[config.mk]
export PLATFORM = sky130hd
export DESIGN_NAME = twotier_bus_arb
export DESIGN_NICKNAME = d
export VERILOG_FILES = /design/src/rtl/arb_pkg.sv /design/src/rtl/prio_pick.sv /design/src/rtl/hold_arb.sv /design/src/rtl/twotier_bus_arb.sv
export SDC_FILE = /design/constraint.sdc
export NUM_CORES = 1
export LEC_CHECK = 0
export CORE_AREA = 2 2 39 41
export CTS_BUF_LIST = sky130_fd_sc_hd__clkbuf_8 sky130_fd_sc_hd__clkbuf_16
export CTS_CLUSTER_SIZE = 14
export DETAILED_ROUTE_END_ITERATION = 12
export DIE_AREA = 0 0 41 43
export PLACE_DENSITY_LB_ADDON = 0.15
export SETUP_SLACK_MARGIN = 0.15
export SLEW_MARGIN = 10
export SYNTH_ARGS = -nofsm -noshare
export SYNTH_HDL_FRONTEND = slang
export SYNTH_HIERARCHICAL = 1
export SYNTH_SLANG_ARGS = --single-unit
[constraint.sdc]
create_clock -name clk -period 4.3 [get_ports clk]
set_clock_uncertainty 0.15 [all_clocks]
set_input_delay 0.86 -clock clk [delete_from_list [all_inputs] [get_ports clk]]
set_output_delay 0.86 -clock clk [all_outputs]
set_load 0.1 [all_outputs]
[src/rtl/arb_pkg.sv]
package arb_pkg;
  localparam int NUM_INT = 3;
  localparam int NUM_EXT = 3;
  // internal tier: higher index wins
  localparam int IDX_CPU = 0;
  localparam int IDX_DTC = 1;
  localparam int IDX_DMA = 2;
  // external tier: higher index wins
  localparam int EXT_IMST = 0;
  localparam int EXT_BREL = 1;
  localparam int EXT_RFSH = 2;

  typedef enum logic [1:0] {
    OWN_CPU = 2'd0,
    OWN_DTC = 2'd1,
    OWN_DMA = 2'd2
  } owner_e;
endpackage

[src/rtl/prio_pick.sv]
module prio_pick #(
  parameter int N = 3
) (
  input  logic [N-1:0] req,
  output logic [N-1:0] pick
);
  // fixed priority, highest index wins
  for (genvar i = 0; i < N; i++) begin : g_bit
    if (i == N-1) begin : g_top
      assign pick[i] = req[i];
    end else begin : g_low
      assign pick[i] = req[i] & ~(|req[N-1:i+1]);
    end
  end
endmodule

[src/rtl/hold_arb.sv]
module hold_arb #(
  parameter int N = 3
) (
  input  logic         clk,
  input  logic         rst_n,
  input  logic         eval_en,
  input  logic [N-1:0] req,
  output logic [N-1:0] gnt
);
  logic [N-1:0] pick;
  logic         held;

  prio_pick #(.N(N)) u_pick (.req(req), .pick(pick));

  assign held = |gnt;

  always_ff @(posedge clk or negedge rst_n) begin
    if (!rst_n) begin
      gnt <= '0;
    end else if (held) begin
      if (!(|(gnt & req))) gnt <= '0;
    end else if (eval_en) begin
      gnt <= pick;
    end
  end

  AST_GNT_ONEHOT: assert property (@(posedge clk) disable iff (!rst_n)
    $onehot0(gnt));
  AST_GNT_HOLD: assert property (@(posedge clk) disable iff (!rst_n)
    (held && |(gnt & req)) |=> (gnt == $past(gnt)));
  AST_GNT_DROP: assert property (@(posedge clk) disable iff (!rst_n)
    (held && !(|(gnt & req))) |=> !(|gnt));
  AST_NO_EVAL_NO_GNT: assert property (@(posedge clk) disable iff (!rst_n)
    (!held && !eval_en) |=> !(|gnt));
endmodule

[src/rtl/twotier_bus_arb.sv]
module twotier_bus_arb
  import arb_pkg::*;
#(
  parameter bit HAS_DMA = 1'b1
) (
  input  logic       clk,
  input  logic       rst_n,
  input  logic       cycle_end,
  input  logic       dma_req,
  input  logic       dtc_req,
  input  logic       cpu_req,
  output logic       dma_ack,
  output logic       dtc_ack,
  output logic       cpu_ack,
  output logic [1:0] int_owner,
  input  logic       iext_req,
  input  logic       brel_req,
  input  logic       rfsh_req,
  output logic       iext_gnt,
  output logic       brel_gnt,
  output logic       rfsh_gnt
);
  logic [NUM_INT-1:0] int_req, int_ack, int_pick;
  logic [NUM_EXT-1:0] ext_req, ext_gnt;
  logic               any_int_ack;
  owner_e             owner_q;

  assign int_req[IDX_CPU] = cpu_req;
  assign int_req[IDX_DTC] = dtc_req;
  assign int_req[IDX_DMA] = HAS_DMA ? dma_req : 1'b0;

  hold_arb #(.N(NUM_INT)) u_int_tier (
    .clk(clk), .rst_n(rst_n), .eval_en(cycle_end),
    .req(int_req), .gnt(int_ack)
  );

  // owner code copy, parks on the CPU when arbitration finds nobody
  prio_pick #(.N(NUM_INT)) u_own_pick (.req(int_req), .pick(int_pick));

  assign any_int_ack = |int_ack;

  always_ff @(posedge clk or negedge rst_n) begin
    if (!rst_n) begin
      owner_q <= OWN_CPU;
    end else if (cycle_end && !any_int_ack) begin
      if (int_pick[IDX_DMA])      owner_q <= OWN_DMA;
      else if (int_pick[IDX_DTC]) owner_q <= OWN_DTC;
      else                        owner_q <= OWN_CPU;
    end
  end

  assign ext_req[EXT_IMST] = iext_req & any_int_ack;
  assign ext_req[EXT_BREL] = brel_req;
  assign ext_req[EXT_RFSH] = rfsh_req;

  hold_arb #(.N(NUM_EXT)) u_ext_tier (
    .clk(clk), .rst_n(rst_n), .eval_en(1'b1),
    .req(ext_req), .gnt(ext_gnt)
  );

  assign cpu_ack   = int_ack[IDX_CPU];
  assign dtc_ack   = int_ack[IDX_DTC];
  assign dma_ack   = int_ack[IDX_DMA];
  assign int_owner = owner_q;
  assign iext_gnt  = ext_gnt[EXT_IMST];
  assign brel_gnt  = ext_gnt[EXT_BREL];
  assign rfsh_gnt  = ext_gnt[EXT_RFSH];

  AST_OWNER_MATCH_DMA: assert property (@(posedge clk) disable iff (!rst_n)
    dma_ack |-> (int_owner == OWN_DMA));
  AST_OWNER_MATCH_DTC: assert property (@(posedge clk) disable iff (!rst_n)
    dtc_ack |-> (int_owner == OWN_DTC));
  AST_EXT_ONEHOT: assert property (@(posedge clk) disable iff (!rst_n)
    $onehot0({iext_gnt, brel_gnt, rfsh_gnt}));
  AST_IEXT_NEEDS_ACK: assert property (@(posedge clk) disable iff (!rst_n)
    ($rose(iext_gnt)) |-> $past(cpu_ack | dtc_ack | dma_ack));
  AST_ACK_AFTER_BOUNDARY: assert property (@(posedge clk) disable iff (!rst_n)
    $rose(cpu_ack | dtc_ack | dma_ack) |-> $past(cycle_end));
  AST_NO_DMA_ACK: assert property (@(posedge clk) disable iff (!rst_n)
    !HAS_DMA |-> !dma_ack);
endmodule

==> impl_metrics.tcl, run 1 <==
set metrics [dict create \
    required_ns 3.29 \
    wl_um 1086 \
    final_cells 72 \
    rsz0062_at_grt "false" \
    rows 14 \
    grt_overflow 0 \
    cts_sinks 8 \
    start_kind "flip-flop" \
    wl_per_cell_um 15.08 \
    finalHoldViolCount 0 \
    vias 392 \
    fin_crit_sh_pct 68.33 \
    drt-pass1-iter-count 4 \
    cp.arrival_ns 1.93 \
    cp-end-kind "primary output" \
    path_class "reg -> out" \
    finalCriticalPeriod_ns 2.938 \
    antenna_found_initial 0 \
    viasPerCell 5.444 \
    root_buffer "clkbuf_8" \
    synth_warnings 6 \
    port_buffers 16 \
    cts_tree "built" \
    worstPathCellList "clkdlybuf4s50_1" \
    cts_max_level 1 \
    insertion_delay_ns 0.22 \
    cts_hold_buf 0 \
    placed_area_um2 663.1 \
    grt_pass1_wl_um 1800 \
    syn_area_per_cell_um2 13.10 \
    die_y_um 43 \
    cp_slowest_stage_delay_ns 1.20 \
    drive_gt1_share_pct 16.07 \
    area_growth_pct 41.46 \
    hold_class "reg -> reg" \
    die_area_mm2 0.001763 \
    critPathBufInv 1 \
    cp_top_family "buffers and inverters" \
    ant_nets 0 \
    cts_buffer_depth 2 \
    leakagePower_nw 0.2687 \
    core_mm2 0.001384 \
    grt_usage_pct 15.36 \
    cts.clk_slew.worst_paths_ns 0.04 \
    io_pins 17 \
    cap_violations 0 \
    slew_headroom_pct 35.20 \
    final-setup-viol-count 0 \
    grt_pass1_vias 425 \
    p_per_area_mw_per_mm2 423.8 \
    layout.nets 67 \
    cp_slowest_cell "clkdlybuf4s50_1" \
    initial_core_util_pct 35.99 \
    crit_cells 1 \
    cts_resized 0 \
    whs_path_depth 1 \
    hpwl_um 846.5 \
    syn_area_um2 498.0 \
    status "finished, final reports clean" \
    dp.cells 69 \
    rrSetupSlack_ns 2.48 \
    crit_fanout 8 \
    reg2reg_depth 3 \
    design_area_um2 704.4 \
    peakVddDrop_mv 0.2213 \
    place.gp.congestion 0.6501 \
    report.final.slew_viol_count 0 \
    die_w_um 41 \
    antenna_cells 0 \
    worstMarginPinSlew_ns 0.9690 \
    synthCells 38 \
    finalSetupTns_ns 0 \
    cts_setup_buffers 0 \
    drc 0 \
    numCtsBuffers 3 \
    grt_max_degree 9 \
    clock.fmax_mhz 340.4 \
    first_iter_violations 13 \
    final_core_util_pct 50.90 \
    power_mw 0.2985 \
]
-- worst paths after layout --
path                                                    start                             to
worst min-delay path                 int_owner[0]$_DFFE_PN0P_       int_owner[0]$_DFFE_PN0P_
worst min register to register       int_owner[0]$_DFFE_PN0P_       int_owner[0]$_DFFE_PN0P_
worst max-delay path            u_int_tier/gnt[1]$_DFFE_PN0P_                        dtc_ack
worst max register to register  u_int_tier/gnt[1]$_DFFE_PN0P_  u_ext_tier/gnt[0]$_DFFE_PN0P_
max in group asynchronous                               rst_n       int_owner[0]$_DFFE_PN0P_
min in group asynchronous                               rst_n  u_int_tier/gnt[0]$_DFFE_PN0P_
-- power breakdown --
group          internal (mW)  switching, mW  leakage, nW
registers             0.0841         0.0114        0.105
logic                 0.0376         0.0797        0.142
clock network         0.0603         0.0254       0.0216
-- cell usage in the layout, fill, tap and decap left out --
master            n
clkdlybuf4s50_1  16
dfrtp_1           8
nand4bb_1         6
mux2i_1           6
nor2b_1           4
clkbuf_8          3
conb_1            3
mux2_2            2
a222oi_1          2
a221oi_1          2
nor3b_2           2
o31a_2            1
nor4b_4           1
-- state kept, by name (all words and copies together) (netlist names) --
| register | cells |
|---|---|
| u_ext_tier/gnt | 3 |
| int_owner | 2 |
| u_int_tier/gnt | 3 |
-- routing by layer --
layer | routed length (um) | vias to the layer above | GRT usage (%) | share of wire, %
li1 | - | 185 | - | -
met1 | 453 | 193 | 17.45 | 42
met2 | 561 | 12 | 25.31 | 52
met3 | 59 | 2 | 3.141 | 5.4
met4 | 11 | 0 | 8.000 | 1.0
met5 | 0 | - | 0 | 0
-- cell type report --
type	instances	area, um^2
multi-input combinational	29	282.8
fill	122	679.4
sequential	8	200.2
clock buffer	3	41.29
tap	16	20.02
timing repair buffer	16	160.2
-- stage by stage --
stage / hold WS [ns] / worst slack, ns
5_1_grt: 0.3924 / 1.298
3_3_place_gp: 0.3446 / 1.635
3_5_place_dp: 0.3524 / 1.597
6_report: 0.3552 / 1.362
4_1_cts: 0.3596 / 1.357
2_1_floorplan: 0.4144 / 2.203
Power figures use the tool's default switching activity.
==> run 2: changes to the inputs <==
- clock period: 4.3 -> 3 ns (I/O delays scaled with it)
==> impl_metrics.tcl, run 2 (synthesis gave the netlist of run 1 again) <==
set metrics [dict create \
    leakagePower_nw 0.2817 \
    met3WireLength_um 71 \
    numCtsBuffers 3 \
    path_class "reg -> out" \
    cts.clk_slew.worst_paths_ns 0.04 \
    grt_pass1_vias 366 \
    drive_gt1_share_pct 30.36 \
    wl_per_cell_um 14.43 \
    rsz0062_at_grt "false" \
    insertion_delay_ns 0.23 \
    peakVddDrop_mv 0.2625 \
    dp_slack_ns 0.9840 \
    cts_hold_buf 0 \
    antenna_found_initial 0 \
    power.share.clock_pct 29.9 \
    finalCriticalPeriod_ns 1.858 \
    core_mm2 0.001384 \
    viasPerCell 5.500 \
    final-setup-viol-count 0 \
    hpwl_um 770.9 \
    place.gp.congestion 0.6158 \
    clock.fmax_mhz 538.2 \
    cts_max_level 1 \
    grt_usage_pct 15.31 \
    internal-power_mw 0.2568 \
    crit_fanout 8 \
    final_cells 72 \
    hold_ws_ns 0.3636 \
    drc 0 \
    seq_power_share_pct 32.0 \
    cp.arrival_ns 1.11 \
    status "finished, final reports clean" \
    ant_nets 0 \
    start_kind "flip-flop" \
    die_y_um 43 \
    wl_met1_um 414 \
    power_mw 0.4290 \
    cts_tree "built" \
    power_switching_mw 0.1722 \
    report.final.slew_viol_count 0 \
    cp_slowest_cell "dfrtp_1" \
    cp_slowest_stage_delay_ns 0.52 \
    grt_pass1_wl_um 1683 \
    cts_buffer_depth 2 \
    sw_frac_of_total_pct 40.13 \
    fin_crit_sh_pct 61.94 \
    vias 396 \
    initial_core_util_pct 35.99 \
    grt_overflow 0 \
    hold_class "reg -> reg" \
    io_pins 17 \
    first_iter_violations 5 \
    top_layer "met4" \
    final_cell_mix "8 x clkdlybuf4s50_1, 8 x dfrtp_1, 8 x buf_4, 6 x nand4bb_1, 6 x mux2i_1" \
    cts_setup_buffers 0 \
    critPathBufInv 1 \
    die_w_um 41 \
    layout.nets 67 \
    cp_top_family "flip-flops" \
    grt_max_degree 9 \
    cp-end-kind "primary output" \
    wl_met2_um 529 \
    combPwrFrac_pct 38.0 \
    antenna_cells 0 \
    root_buffer "clkbuf_8" \
    wl_um 1039 \
    required_ns 2.25 \
    cap_violations 0 \
    cts_sinks 8 \
    die_area_mm2 0.001763 \
    setup_ws_ns 1.142 \
    finalHoldViolCount 0 \
    cts_resized 0 \
    rows 14 \
    finalSetupTns_ns 0 \
    p_per_area_mw_per_mm2 626.8 \
    dp.cells 69 \
    area_growth_pct 37.44 \
    drt-pass1-iter-count 4 \
    port_buffers 16 \
    worstPathCellList "buf_4" \
]
-- run 2: changes by cell type in the layout (fill, tap and decap cells not counted), sizes merged --
cell           change
clkdlybuf4s50      -8
buf                +8
-- run 2: power groups by stage --
stage	sequential, mW	clock, mW	combinational (mW)
finish	0.137	0.128	0.163
global route	0.140	0.142	0.170
CTS	0.138	0.138	0.164
detailed placement	0.139	0	0.164
global placement	0.137	0	0.162
floorplan	0.225	0	0.0360
-- run 2: final cells by class --
cell class	count	area (um^2)
Timing Repair Buffer	16	140.1
Multi-Input combinational cell	29	282.8
Clock buffer	3	41.29
Tap cell	16	20.02
Sequential cell	8	200.2
Fill cell	130	699.4
-- run 2: metal layers --
layer	track usage [%]	vias up
li1	-	186
met1	16.28	190
met2	22.50	16
met3	7.853	4
met4	10.00	0
met5	0	-
-- run 2: path summary, 6_finish.rpt --
kind                                               startpoint                       endpoint  slack, ns  cells after the start
worst max-delay path            u_int_tier/gnt[1]$_DFFE_PN0P_                        dtc_ack       1.14                      1
worst min register to register       int_owner[0]$_DFFE_PN0P_       int_owner[0]$_DFFE_PN0P_       0.36                      1
worst min-delay path                 int_owner[0]$_DFFE_PN0P_       int_owner[0]$_DFFE_PN0P_       0.36                      1
max in group asynchronous                               rst_n       int_owner[1]$_DFFE_PN0P_       1.92                      1
min in group asynchronous                               rst_n  u_int_tier/gnt[1]$_DFFE_PN0P_       0.51                      1
worst max register to register  u_int_tier/gnt[1]$_DFFE_PN0P_  u_ext_tier/gnt[1]$_DFFE_PN0P_       1.27                      3
-- run 2: metrics by stage --
step | cell area (um^2) | utilization (%)
detailed placement | 643.1 | 46.47
global route | 684.4 | 49.46
CTS | 684.4 | 49.46
finish | 684.4 | 49.46
floorplan | 505.5 | -
global placement | 643.1 | 46.47
